### src/rtl/branch_npc.sv
module branch_npc #(
  parameter int XLEN = 32,
  parameter logic [XLEN-1:0] RESET_VEC = 32'h0000_1000
) (
  input  logic            clk,
  input  logic            rst_n,
  input  logic            step,
  input  logic            is_branch,
  input  logic            is_jal,
  input  logic            is_jalr,
  input  logic [2:0]      cond,
  input  logic [XLEN-1:0] rs1_val,
  input  logic [XLEN-1:0] rs2_val,
  input  logic [XLEN-1:0] imm,
  input  logic [4:0]      rd_idx,
  output logic [XLEN-1:0] pc,
  output logic [XLEN-1:0] next_pc,
  output logic            redirect,
  output logic [XLEN-1:0] link_val,
  output logic            link_we,
  output logic            misalign
);
  localparam logic [XLEN-1:0] EVEN_MASK = ~{{(XLEN-1){1'b0}}, 1'b1};
  localparam logic [XLEN-1:0] STRIDE    = XLEN'(4);

  logic            eq, lt_s, lt_u, cond_ok, taken;
  logic [XLEN-1:0] target, seq_pc;

  assign eq   = rs1_val == rs2_val;
  assign lt_s = $signed(rs1_val) < $signed(rs2_val);
  assign lt_u = rs1_val < rs2_val;

  always_comb begin
    case (cond)
      3'b000:  cond_ok = eq;
      3'b001:  cond_ok = !eq;
      3'b100:  cond_ok = lt_s;
      3'b101:  cond_ok = !lt_s;
      3'b110:  cond_ok = lt_u;
      3'b111:  cond_ok = !lt_u;
      default: cond_ok = 1'b0;
    endcase
  end

  assign seq_pc   = pc + STRIDE;
  assign target   = is_jalr ? ((rs1_val + imm) & EVEN_MASK) : (pc + (imm & EVEN_MASK));
  assign taken    = is_jalr | is_jal | (is_branch & cond_ok);
  assign redirect = step & taken;
  assign misalign = redirect & target[1];
  assign next_pc  = misalign ? pc : (redirect ? target : seq_pc);
  assign link_val = seq_pc;
  assign link_we  = step & (is_jal | is_jalr) & (rd_idx != 5'd0) & !misalign;

  always_ff @(posedge clk) begin
    if (!rst_n)    pc <= RESET_VEC;
    else if (step) pc <= next_pc;
  end
endmodule


### config.mk
export PLATFORM = sky130hd
export DESIGN_NAME = branch_npc
export DESIGN_NICKNAME = d
export VERILOG_FILES = /design/src/rtl/branch_npc.sv
export SDC_FILE = /design/constraint.sdc
export NUM_CORES = 1
export LEC_CHECK = 0
export ABC_CLOCK_PERIOD_IN_PS = 5100
export BUFFER_PORTS_ARGS = -buffer_cell sky130_fd_sc_hd__buf_2
export CORE_MARGIN = 8
export CORE_UTILIZATION = 38
export CTS_BUF_LIST = sky130_fd_sc_hd__clkbuf_16
export CTS_CLUSTER_SIZE = 10
export DETAILED_ROUTE_END_ITERATION = 12
export PLACE_DENSITY = 0.58
export SLEW_MARGIN = 20
export SYNTH_ARGS = -nofsm -noshare
export SYNTH_HDL_FRONTEND = slang
export SYNTH_SLANG_ARGS = --single-unit
### constraint.sdc
create_clock -name clk -period 5.1 [get_ports clk]
set_clock_uncertainty 0.1 [all_clocks]
set_input_delay 0.255 -clock clk [delete_from_list [all_inputs] [get_ports clk]]
set_output_delay 0.255 -clock clk [all_outputs]
set_load 0.05 [all_outputs]
# Word-level counts from Yosys, hierarchy flattened
# Index checks and enable logic that the tools add are counted.
dict set report op_classes {
  bitwise 8
  add_sub_neg 3
  eq_ne 6
  n_reduce_logical 6
  n_lt_le_gt_ge 2
  mux 4
}
# operator n
set op_table {}
lappend op_table {{$mux W32} 3}
lappend op_table {{$add A32 B32 Y32} 2}
lappend op_table {{$lt A32 B32 Y1} 2}
lappend op_table {{$add A32 B3 Y32 const B} 1}
lappend op_table {{$eq A32 B32 Y1} 1}
lappend op_table {{$eq A3 B3 Y1 const B} 4}
lappend op_table {{$and A1 B1 Y1} 6}
lappend op_table {{$pmux W1 S6} 1}
lappend op_table {{$reduce_bool A5 Y1} 1}
lappend op_table {{$logic_not A1 Y1} 4}
lappend op_table {{$eq A3 B1 Y1 const B} 1}
lappend op_table {{$logic_not A3 Y1} 1}
lappend op_table {{$or A1 B1 Y1} 2}
dict set report totals {
  inputBits 110
  word_cells 30
  out_inout_bits 99
  regBits 32
}

# Depth between registers and ports, before layout
# Gate-level depths: netlist of run 1.
dict set report depth {
  word_depth 9
  depth_mapped 14
  ltp_nobuf 12
}

# Least setup slack after synthesis of run 1
# Ideal clock, no wire load.
dict set report synth_path {
  path_type {flip-flop to output port}
  from {register pc[2]}
  to {output port next_pc[25]}
  path_buffers 0
  slack_ns 0.275
  required_time_ns 4.745
  arrival_ns 4.470
  path_stages_with_launch 12
  cell_sequence {dfxtp_1 > inv_1 > fa_1 > nand2b_1 > a21oi_1 > o21ai_1 > a2111oi_0 > o21bai_1 > a211o_1 > a31oi_1 > nor3b_1 > o21ai_0}
}
dict set report synth_via {
  elab_chain_cells 4
  elab_cells_between_ends 5
  classes_between {add/sub: 2; mux: 3}
}
# element line_no
set synth_lines {}
lappend synth_lines {{start, declared} 16} ;# output logic [XLEN-1:0] pc,
lappend synth_lines {{start signal, assigned} 56} ;# else if (step) pc <= next_pc;
lappend synth_lines {{$add A32 B32 Y32} 46} ;# assign target = is_jalr ? ((rs1_val + imm) & EVEN_MASK) : (pc + (imm & EVEN_MASK));
lappend synth_lines {{$mux W32} 46}
lappend synth_lines {{$mux W32 * (2 in a row)} 50} ;# assign next_pc = misalign ? pc : (redirect ? target : seq_pc);
lappend synth_lines {{end, declared} 17} ;# output logic [XLEN-1:0] next_pc,
# Every way passes the cells marked *; elsewhere a longest branch is shown, timed or not.

# Worst setup path after layout of run 1
# Same ends and word-level chain as after synthesis.

==> metrics.csv, run 1 <==
stage,metric,value,unit
setup_path,crit path launch type,flip-flop,
timing,Final min period,4.37,ns
timing,Hold WS,0.366,ns
timing,final setup vio count,0,
setup_path,crit path capture type,output pin,
power_and_ir_drop,pwr/cell area,219,mW/mm²
setup_path,Reg2Reg Depth,11,
global_routing,Total GRT Usage,23.8,%
clock_network,Hold Buf Count CTS,0,
floorplan,Die ar.,0.0243,mm²
setup_path,CP cell instances,inv_1 -> fa_1 -> nand2b_1 -> a21oi_1 -> o21ai_1 -> a2111oi_0 -> o21bai_1 -> a211o_1 -> a31oi_1 -> nor3b_1 -> o21ai_0 -> buf_2,
floorplan,Core ar.,0.0193,mm²
floorplan,Rows,51,
finish,most frequent cells in the layout,"208 x buf_2, 93 x ha_1, 86 x a21oi_1",
route,DR WL/cell,20.0,µm
place,Worst Setup Slack post-DPL,0.791,ns
synthesis,YS warnings,0,
setup_path,Worst EP required,4.74,ns
clock_network,TritonCTS Buffers,5,
global_routing,global route total overflow,0,
floorplan,I/O pin cnt,209,
global_routing,wire length of the first global-routing pass,46.3,mm
place,Placement Cell Area,0.00867,mm²
synthesis,"EDFF count, synth",0,
setup_path,Critical R2R Launch,pc[2],
status,status,finished clean,
setup_path,Critical Path Start,pc[2],
floorplan,die width,156,µm
timing,Final Hold Viols,0,
synthesis,Synth top area share,15.6,%
synthesis,Async SR Flop Fraction,0,%
place,Detailed Place HPWL,24.5,mm
route,total number of vias,8753,
clock_network,Clock Root Buffer,clkbuf_16,
finish,register area,641,µm²
clock_network,CTS tree,built,
synthesis,"Net Count, Synth",1253,
setup_path,Crit path arrival time,4.02,ns
timing,worst slew pin tran,1.02,ns
clock_network,H-tree lvl count,2,
power_and_ir_drop,Peak VDD IR,0.000140,V
timing,fmax,229,MHz
route,Antenna Nets Post-Route,0,
setup_path,internal reg-to-reg setup slack,1.28,ns
synthesis,Post-Synthesis Cells,1048,
clock_network,clk sinks,32,
finish,layout cell share with drive strength beyond 1,20.5,%
global_routing,largest net degree at the start of global routing,48,
place,GP Congestion,0.928,
setup_path,Critical Path End,next_pc[25],
clock_network,# resized after CTS,0,
timing,RSZ-0062 raised after global routing,no,
clock_network,Clock Pin Slew Worst Setup and Hold Paths,0.06,ns
finish,Layout area overhead,18.8,%
route,First-pass DRT Iterations,5,
synthesis,Yosys reg bits,32,
synthesis,post-synthesis cell type count,77,
setup_path,CP Class,flip-flop to output pin,
synthesis,leading area contributor after synthesis,ha_1,
timing,final setup TNS,0,ns
finish,max FFs per register,32,
place,placed insts,1480,
route,drt drc,0,
route,initial DRC count,572,
synthesis,sequential share of the synthesized area,8.62,%
floorplan,Initial Util,38.5,%
timing,Slew HR,31.5,%
global_routing,antenna violations before repair,5,
global_routing,vias in the first global route,8648,
finish,post-route cell area,0.00883,mm²
power_and_ir_drop,leakage,4.35,nW
finish,"leading cell type in the layout, fill and taps excluded",buf_2,
finish,largest registers,pc (32),
synthesis,dominant synthesized flop cell,dfxtp_1,
timing,final slew viol count,0,
clock_network,Max clock buf depth,2,
route,Post-Route WL,29.8,mm
place,count of buffers from port buffering,208,
synthesis,Syn Std Cell Area,0.00744,mm²
setup_path,Worst R2R End,pc[21],
finish,fillers,2065,
setup_path,CP max stage cell,a2111oi_0,
timing,worst setup margin,0.729,ns
finish,final std cells w/o fill,1489,
clock_network,Worst-Skew Late Latency,0.29,ns
flow_run,maxcap violations,0,
route,vias per inst,5.88,
hold_path,type of the tightest min-delay check,input port to flip-flop,
finish,area occupied by multi-input gates,0.00633,mm²
setup_path,crit-path max FO,10,
finish,Layout Nets,1427,
finish,register with the most flip-flops,pc,
clock_network,postcts setup bufs,0,
synthesis,Area contributors post-synth,"ha_1 16%, dfxtp_1 8.6%, a21oi_1 5.8%",
floorplan,die height,156,µm
timing,final period utilization,85.7,%
synthesis,syn avg cell area,7.10,µm²
setup_path,CP peak stage delay,0.74,ns
==> cell usage after synthesis (all sizes together), types with 28 or more instances <==
| cell type | n |
|---|---|
| a21o | 28 |
| a21oi | 86 |
| and3 | 35 |
| clkbuf | 34 |
| dfxtp | 32 |
| ha | 93 |
| inv | 68 |
| nand2 | 80 |
| nand3 | 30 |
| nor2 | 80 |
| o21ai | 67 |
| xnor2 | 38 |
| xor2 | 32 |
==> cell families (layout without fill, tap and decap cells) <==
group / after synthesis / in the layout / share of synthesized area [%]
DFF: 32 / 32 / 8.62
AOI/OAI and AO/OA: 358 / 358 / 33.0
xor gates and xnor gates: 70 / 70 / 8.25
and+or+nand+nor: 344 / 344 / 23.3
other: 0 / 1 / 0
adders and majority gates: 95 / 95 / 16.2
muxes: 30 / 30 / 4.22
buffers and inverters: 119 / 294 / 6.43
==> final cells by class <==
class                           count  share of cell area [%]
Antenna cell                        1                  0.0283
Clock buffer                        5                    1.42
Clock inverter                      3                   0.425
Inverter                           69                    2.93
Multi-Input combinational cell    897                    71.6
Sequential cell                    32                    7.25
Tap cell                          265                    3.75
Timing Repair Buffer              217                    12.5
==> routing by layer <==
layer  wire (µm)  GRT usage, %
met2       13700          40.0
met5          53             0
met3        2180          4.63
met1       12800          29.4
met4        1110          9.24
==> power by group <==
group | leakage [nW] | switching (mW) | internal [mW] | total [mW]
Clock | 0.0789 | 0.122 | 0.227 | 0.349
Sequential | 0.263 | 0.0517 | 0.270 | 0.322
Combinational | 4.01 | 0.853 | 0.411 | 1.26
Total | 4.35 | 1.03 | 0.909 | 1.94
==> critical path, delay by kind of cell (launching register included) <==
family | cells | cell delay, ns
AND/OR/NAND/NOR | 2 | 0.27
AO/OA/AOI/OAI | 7 | 2.05
flip-flops | 1 | 0.54
adder cells (fa/ha/maj) | 1 | 0.44
buffers and inverters | 2 | 0.43
==> metrics by stage <==
stage / total power [mW] / util, %
after CTS: 1.94 / 45.7
after global placement: 1.59 / 44.8
after detailed placement: 1.58 / 44.8
after floorplan: 1.23 / -
after global routing: 2.06 / 45.7
final: 1.94 / 45.7
==> worst min path at each step <==
stage | cells after the start | end | startpoint | slack [ns]
global placement | 1 | pc[1] | pc[1] | 0.41
global route | 2 | pc[15] | rst_n | 0.37
detailed placement | 1 | pc[1] | pc[1] | 0.42
finish | 2 | pc[27] | rst_n | 0.37
CTS | 2 | pc[27] | rst_n | 0.35
floorplan | 2 | pc[18] | rst_n | 0.38
No activity file was read; power rests on OpenSTA's default activity.
==> run 2: changes to the inputs <==
==> constraint.sdc (replaced) <==
create_clock -name clk -period 5.1 [get_ports clk]
set_clock_uncertainty 0.1 [all_clocks]
set_input_delay 0.51 -clock clk [delete_from_list [all_inputs] [get_ports clk]]
set_output_delay 0.51 -clock clk [all_outputs]
set_load 0.05 [all_outputs]
==> metrics.csv, run 2 (same netlist as run 1, synthesis figures left out) <==
stage,metric,value,unit,change
status,status,finished clean,,
floorplan,Core ar.,0.0193,mm²,unchanged
global_routing,Total GRT Usage,23.7,%,-0.083 points
power_and_ir_drop,Gate power share,67.7,%,+2.4 points
floorplan,die width,156,µm,unchanged
setup_path,Crit path arrival time,4.06,ns,+0.04 ns
timing,Final min period,4.67,ns,+0.302 ns
finish,Layout area overhead,19.3,%,
setup_path,CP cell instances,buf_2 -> ha_1 -> nand4_1 -> nor4_1 -> nor2_1 -> a31oi_4 -> mux2i_1 -> and3_1 -> o21ai_4 -> inv_2 -> mux2_4 -> nor3_1 -> buf_2,,
global_routing,peak-usage layer in the global routing report,met2,,
hold_path,hold_sp,pc[1],,
clock_network,Clock Root Buffer,clkbuf_16,,
route,Post-Route WL,29.8,mm,-0.23%
finish,"leading cell type in the layout, fill and taps excluded",buf_2,,
finish,max FFs per register,32,,unchanged
power_and_ir_drop,Peak VDD IR,0.000152,V,+8.7%
route,First-pass DRT Iterations,5,,unchanged
timing,final setup TNS,0,ns,unchanged
timing,final slew viol count,0,,unchanged
timing,fmax,214,MHz,-6.5%
timing,final period utilization,91.6,%,+5.9 points
clock_network,postcts setup bufs,0,,unchanged
route,drt drc,0,,unchanged
floorplan,Die ar.,0.0243,mm²,unchanged
setup_path,crit path capture type,output pin,,
clock_network,H-tree lvl count,2,,unchanged
setup_path,crit-path max FO,17,,+7
global_routing,wire length of the first global-routing pass,46.2,mm,-0.13%
clock_network,clk sinks,32,,unchanged
place,placed insts,1489,,+0.61%
clock_network,Clock Pin Slew Worst Setup and Hold Paths,0.05,ns,about the same
timing,worst slew pin tran,0.745,ns,-0.279 ns
power_and_ir_drop,Flop pwr share,16.9,%,+0.3 points
setup_path,Critical R2R Launch,pc[1],,
route,total number of vias,8752,,-0.011%
power_and_ir_drop,leakage,4.39,nW,+0.85%
power_and_ir_drop,Clock Power Share,15.4,%,-2.6 points
global_routing,antenna violations before repair,5,,unchanged
floorplan,I/O pin cnt,209,,unchanged
finish,most frequent cells in the layout,"208 x buf_2, 93 x ha_1, 86 x a21oi_1",,
route,Antenna Nets Post-Route,0,,unchanged
route,DR WL/cell,19.9,µm,-0.76%
timing,final setup vio count,0,,unchanged
power_and_ir_drop,switch share,54.2,%,+1.1 points
clock_network,TritonCTS Buffers,5,,unchanged
clock_network,Max clock buf depth,2,,unchanged
finish,final std cells w/o fill,1497,,+0.54%
setup_path,Worst R2R End,pc[21],,
power_and_ir_drop,Psw,1.02,mW,-0.33%
setup_path,Reg2Reg Depth,13,,+2
flow_run,maxcap violations,0,,unchanged
setup_path,CP most frequent cell,buf_2,,
global_routing,met1 Usage GRT,29.8,%,+0.39 points
hold_path,Hold Crit Endpoint,pc[1],,
hold_path,worst hold path cell count,1,,-1
setup_path,CP max stage cell,and3_1,,
timing,Slew HR,50.3,%,+19 points
setup_path,crit path launch type,input port,,
setup_path,internal reg-to-reg setup slack,1.40,ns,+0.12 ns
timing,RSZ-0062 raised after global routing,no,,
hold_path,type of the tightest min-delay check,flip-flop to flip-flop,,
clock_network,Worst-Skew Late Latency,0.29,ns,about the same
finish,fillers,2046,,-0.92%
finish,register area,641,µm²,unchanged
global_routing,M2 GR Usage,40.6,%,+0.54 points
place,count of buffers from port buffering,208,,unchanged
finish,largest registers,pc (32),,
setup_path,Worst EP required,4.49,ns,-0.25 ns
power_and_ir_drop,pwr/cell area,213,mW/mm²,-2.8%
finish,register with the most flip-flops,pc,,
place,Detailed Place HPWL,24.5,mm,-0.12%
global_routing,vias in the first global route,8569,,-0.91%
global_routing,largest net degree at the start of global routing,48,,unchanged
power_and_ir_drop,Internal,865,µW,-4.8%
finish,Layout Nets,1436,,+0.63%
floorplan,Rows,51,,unchanged
place,Placement Cell Area,0.00874,mm²,+0.78%
finish,layout cell share with drive strength beyond 1,21.1,%,+0.60 points
clock_network,# resized after CTS,0,,unchanged
global_routing,met3 usage,4.60,%,-0.028 points
clock_network,CTS tree,built,,
route,initial DRC count,672,,+17%
setup_path,CP Class,input port to output pin,,
clock_network,Hold Buf Count CTS,0,,unchanged
global_routing,global route total overflow,0,,unchanged
route,vias per inst,5.85,,-0.55%
power_and_ir_drop,Tot Pwr,1.89,mW,-2.4%
floorplan,Initial Util,38.5,%,unchanged
floorplan,die height,156,µm,unchanged
finish,post-route cell area,0.00887,mm²,+0.44%
place,GP Congestion,0.933,,+0.54%
setup_path,CP peak stage delay,0.48,ns,-0.26 ns
finish,area occupied by multi-input gates,0.00633,mm²,unchanged
finish,Util after Layout,45.9,%,+0.20 points
timing,Final Hold Viols,0,,unchanged
run 2: cell count changes in the layout (fill, tap and decap cells not counted):
cell / before / now
buf_4: 9 / 18
clkinv_1: 3 / 1
bufinv_16: 1 / 0
clkinv_2: 0 / 1
inv_1: 67 / 68
run 2: final cells by class:
class / count / area share (%)
Multi-Input combinational cell: 897 / 71.3
Antenna cell: 1 / 0.0282
Sequential cell: 32 / 7.22
Tap cell: 265 / 3.74
Timing Repair Buffer: 226 / 13.3
Clock buffer: 5 / 1.41
Clock inverter: 2 / 0.0987
Inverter: 69 / 2.92
run 2: worst max-delay path: cells and delay by family:
kind / cells / cell delay (ns)
compound gates: 2 / 0.32
fa+ha+maj: 1 / 0.38
buf+inv: 3 / 0.77
mux: 2 / 0.62
simple gates: 5 / 1.45
run 2: per-layer routing:
metal | wire length (µm) | vias to the layer above
met4 | 702 | 8
li1 | - | 4340
met1 | 12800 | 4011
met3 | 2290 | 45
met5 | 53 | -
met2 | 13900 | 348
run 2: how the worst max path moves through the flow:
stage                      startpoint     endpoint  slack [ns]  cells past startpoint
after floorplan                 pc[2]  next_pc[25]        0.02                     11
after global placement    rs1_val[31]  next_pc[13]        0.64                     13
after detailed placement  rs1_val[31]  next_pc[12]        0.44                     13
after CTS                 rs1_val[31]  next_pc[12]        0.45                     13
after global routing      rs1_val[31]  next_pc[13]        0.11                     13
final                     rs1_val[31]  next_pc[12]        0.43                     13
run 2: metrics by stage:
step	hold slack, ns	worst slack (ns)
after floorplan	0.636	0.0204
after global placement	0.431	0.636
after detailed placement	0.431	0.445
after CTS	0.441	0.451
after global routing	0.455	0.108
final	0.439	0.427
run 2: power groups by stage:
| stage | Clock [mW] | Sequential [mW] | Combinational [mW] |
|---|---|---|---|
| after global routing | 0.309 | 0.323 | 1.38 |
| after global placement | 0 | 0.324 | 1.27 |
| after CTS | 0.295 | 0.318 | 1.27 |
| final | 0.291 | 0.319 | 1.28 |
| after floorplan | 0 | 0.369 | 0.863 |
| after detailed placement | 0 | 0.324 | 1.27 |
==> run 3: changes to the inputs <==
Settings changed: CORE_UTILIZATION 38 to 50, PLACE_DENSITY 0.58 to 0.74.
==> metrics.csv, run 3 (same netlist as run 1, synthesis figures left out) <==
stage,metric,value,unit,change
timing,final slew viol count,0,,unchanged
status,status,finished clean,,
route,First-pass DRT Iterations,5,,unchanged
finish,final std cells w/o fill,1412,,-5.7%
finish,fillers,1407,,-31%
finish,most frequent cells in the layout,"208 x buf_2, 93 x ha_1, 86 x a21oi_1",,
finish,largest registers,pc (32),,
global_routing,largest net degree at the start of global routing,48,,unchanged
setup_path,Critical Path Start,rs1_val[31],,
timing,final setup vio count,0,,unchanged
finish,"leading cell type in the layout, fill and taps excluded",buf_2,,
finish,max FFs per register,32,,unchanged
setup_path,Worst R2R End,pc[21],,
finish,Layout Nets,1432,,-0.28%
finish,post-route cell area,0.00877,mm²,-1.2%
setup_path,CP cell instances,buf_2 -> ha_1 -> nand4_1 -> nor4_1 -> nor2_1 -> a31oi_4 -> mux2i_1 -> and3_1 -> o21ai_4 -> inv_2 -> mux2_2 -> o21ai_0 -> buf_2,,
power_and_ir_drop,pwr/cell area,219,mW/mm²,+3.0%
route,Post-Route WL,27.2,mm,-8.7%
finish,layout cell share with drive strength beyond 1,20.8,%,-0.27 points
setup_path,crit-path max FO,21,,+4
finish,register area,641,µm²,unchanged
timing,Final Hold Viols,0,,unchanged
clock_network,# resized after CTS,0,,unchanged
setup_path,CP Class,input port to output pin,,
global_routing,global route total overflow,0,,unchanged
setup_path,internal reg-to-reg setup slack,1.44,ns,+0.04 ns
place,Detailed Place HPWL,22.3,mm,-9.0%
timing,final setup TNS,0,ns,unchanged
setup_path,Reg2Reg Depth,13,,unchanged
finish,area occupied by multi-input gates,0.00633,mm²,unchanged
clock_network,clk sinks,32,,unchanged
clock_network,TritonCTS Buffers,5,,unchanged
global_routing,wire length of the first global-routing pass,42.6,mm,-7.8%
global_routing,Total GRT Usage,27.6,%,+3.9 points
setup_path,CP max stage cell,and3_1,,
route,Antenna Nets Post-Route,0,,unchanged
floorplan,I/O pin cnt,209,,unchanged
power_and_ir_drop,Peak VDD IR,0.000168,V,+10%
global_routing,vias in the first global route,8676,,+1.2%
setup_path,Critical Path End,next_pc[4],,
route,initial DRC count,641,,-4.6%
place,placed insts,1404,,-5.7%
route,DR WL/cell,19.2,µm,-3.3%
setup_path,Critical R2R Launch,pc[1],,
finish,Layout area overhead,17.9,%,
timing,worst slew pin tran,0.762,ns,+0.0174 ns
clock_network,Clock Pin Slew Worst Setup and Hold Paths,0.06,ns,about the same
route,drt drc,0,,unchanged
setup_path,crit path capture type,output pin,,
floorplan,Rows,44,,-14%
floorplan,die width,138,µm,-12%
setup_path,Worst EP required,4.49,ns,about the same
power_and_ir_drop,Tot Pwr,1.92,mW,+1.8%
setup_path,Crit path depth,13,,unchanged
timing,RSZ-0062 raised after global routing,no,,
global_routing,met3 usage,4.71,%,+0.11 points
place,Placement Cell Area,0.00861,mm²,-1.5%
timing,final period utilization,92.2,%,+0.60 points
hold_path,type of the tightest min-delay check,flip-flop to flip-flop,,
clock_network,Max clock buf depth,2,,unchanged
route,total number of vias,8890,,+1.6%
global_routing,peak-usage layer in the global routing report,met2,,
floorplan,Initial Util,51.2,%,+13 points
power_and_ir_drop,leakage,4.38,nW,-0.28%
place,GP Congestion,0.977,,+4.7%
global_routing,antenna violations before repair,0,,-5
timing,worst setup margin,0.397,ns,-0.0306 ns
timing,Slew HR,48.5,%,-1.8 points
clock_network,H-tree lvl count,2,,unchanged
clock_network,CTS tree,built,,
clock_network,postcts setup bufs,0,,unchanged
setup_path,"Buf+Inv Stages, Crit Path",3,,unchanged
place,count of buffers from port buffering,208,,unchanged
finish,antenna cell count,0,,-1
floorplan,Die ar.,0.0190,mm²,-22%
setup_path,CP peak stage delay,0.48,ns,about the same
setup_path,CP most frequent cell,buf_2,,
global_routing,M2 GR Usage,46.4,%,+5.8 points
floorplan,die height,138,µm,-12%
flow_run,maxcap violations,0,,unchanged
clock_network,Worst-Skew Late Latency,0.29,ns,about the same
floorplan,Core ar.,0.0145,mm²,-25%
place,Worst Setup Slack post-DPL,0.519,ns,+0.0742 ns
timing,fmax,213,MHz,-0.65%
timing,Final min period,4.70,ns,+0.0306 ns
clock_network,Clock Root Buffer,clkbuf_16,,
clock_network,Hold Buf Count CTS,0,,unchanged
route,vias per inst,6.30,,+7.7%
setup_path,crit path launch type,input port,,
finish,register with the most flip-flops,pc,,
global_routing,met1 Usage GRT,33.5,%,+3.7 points
setup_path,Top Family by Delay on Critical Path,simple AND/OR/NAND/NOR gates,,
setup_path,Crit path arrival time,4.09,ns,+0.03 ns
run 3: cell types whose count changed in the layout (fill, tap and decap cells not counted), sizes merged:
cell / change
diode: -1
buf: -4
bufinv: +1
clkinv: +1
inv: -1
run 3: worst min-delay path by stage:
| stage | end | slack, ns | depth (start not counted) | start |
|---|---|---|---|---|
| 2_1_floorplan | pc[18] | 0.64 | 2 | rst_n |
| 6_report | pc[1] | 0.44 | 1 | pc[1] |
| 4_1_cts | pc[1] | 0.44 | 1 | pc[1] |
| 3_3_place_gp | pc[1] | 0.42 | 1 | pc[1] |
| 5_1_grt | pc[1] | 0.46 | 1 | pc[1] |
| 3_5_place_dp | pc[1] | 0.43 | 1 | pc[1] |
run 3: worst register-to-register path, delay by kind of cell (launching register included):
kind	cells	cell delay, ns
adders and majority gates	2	0.61
DFF	1	0.39
muxes	1	0.16
and+or+nand+nor	3	0.46
buffers and inverters	2	0.26
AOI/OAI and AO/OA	5	1.56
run 3: metrics by stage:
| stage | utilization, % | hold WS [ns] |
|---|---|---|
| floorplan | - | 0.636 |
| global placement | 59.2 | 0.423 |
| detailed placement | 59.2 | 0.431 |
| CTS | 60.3 | 0.441 |
| global route | 60.3 | 0.459 |
| finish | 60.3 | 0.439 |
run 3: area by class of cell:
type / count / area share (%)
inverter: 69 / 2.95
timing repair buffer: 222 / 13.1
tap: 184 / 2.63
sequential: 32 / 7.31
clock buffer: 5 / 1.43
multi-input combinational: 897 / 72.2
clock inverter: 3 / 0.428
run 3: power by group:
group,switching [mW],leakage [nW],internal (mW)
clock,0.119,0.0789,0.227
combinational,0.841,4.03,0.416
sequential,0.0505,0.263,0.270
run 3: routing by layer:
layer | part of all wire, % | vias up
met5 | 0 | -
met4 | 4.2 | 0
met3 | 7.7 | 69
met2 | 47 | 384
li1 | - | 4326
met1 | 41 | 4111
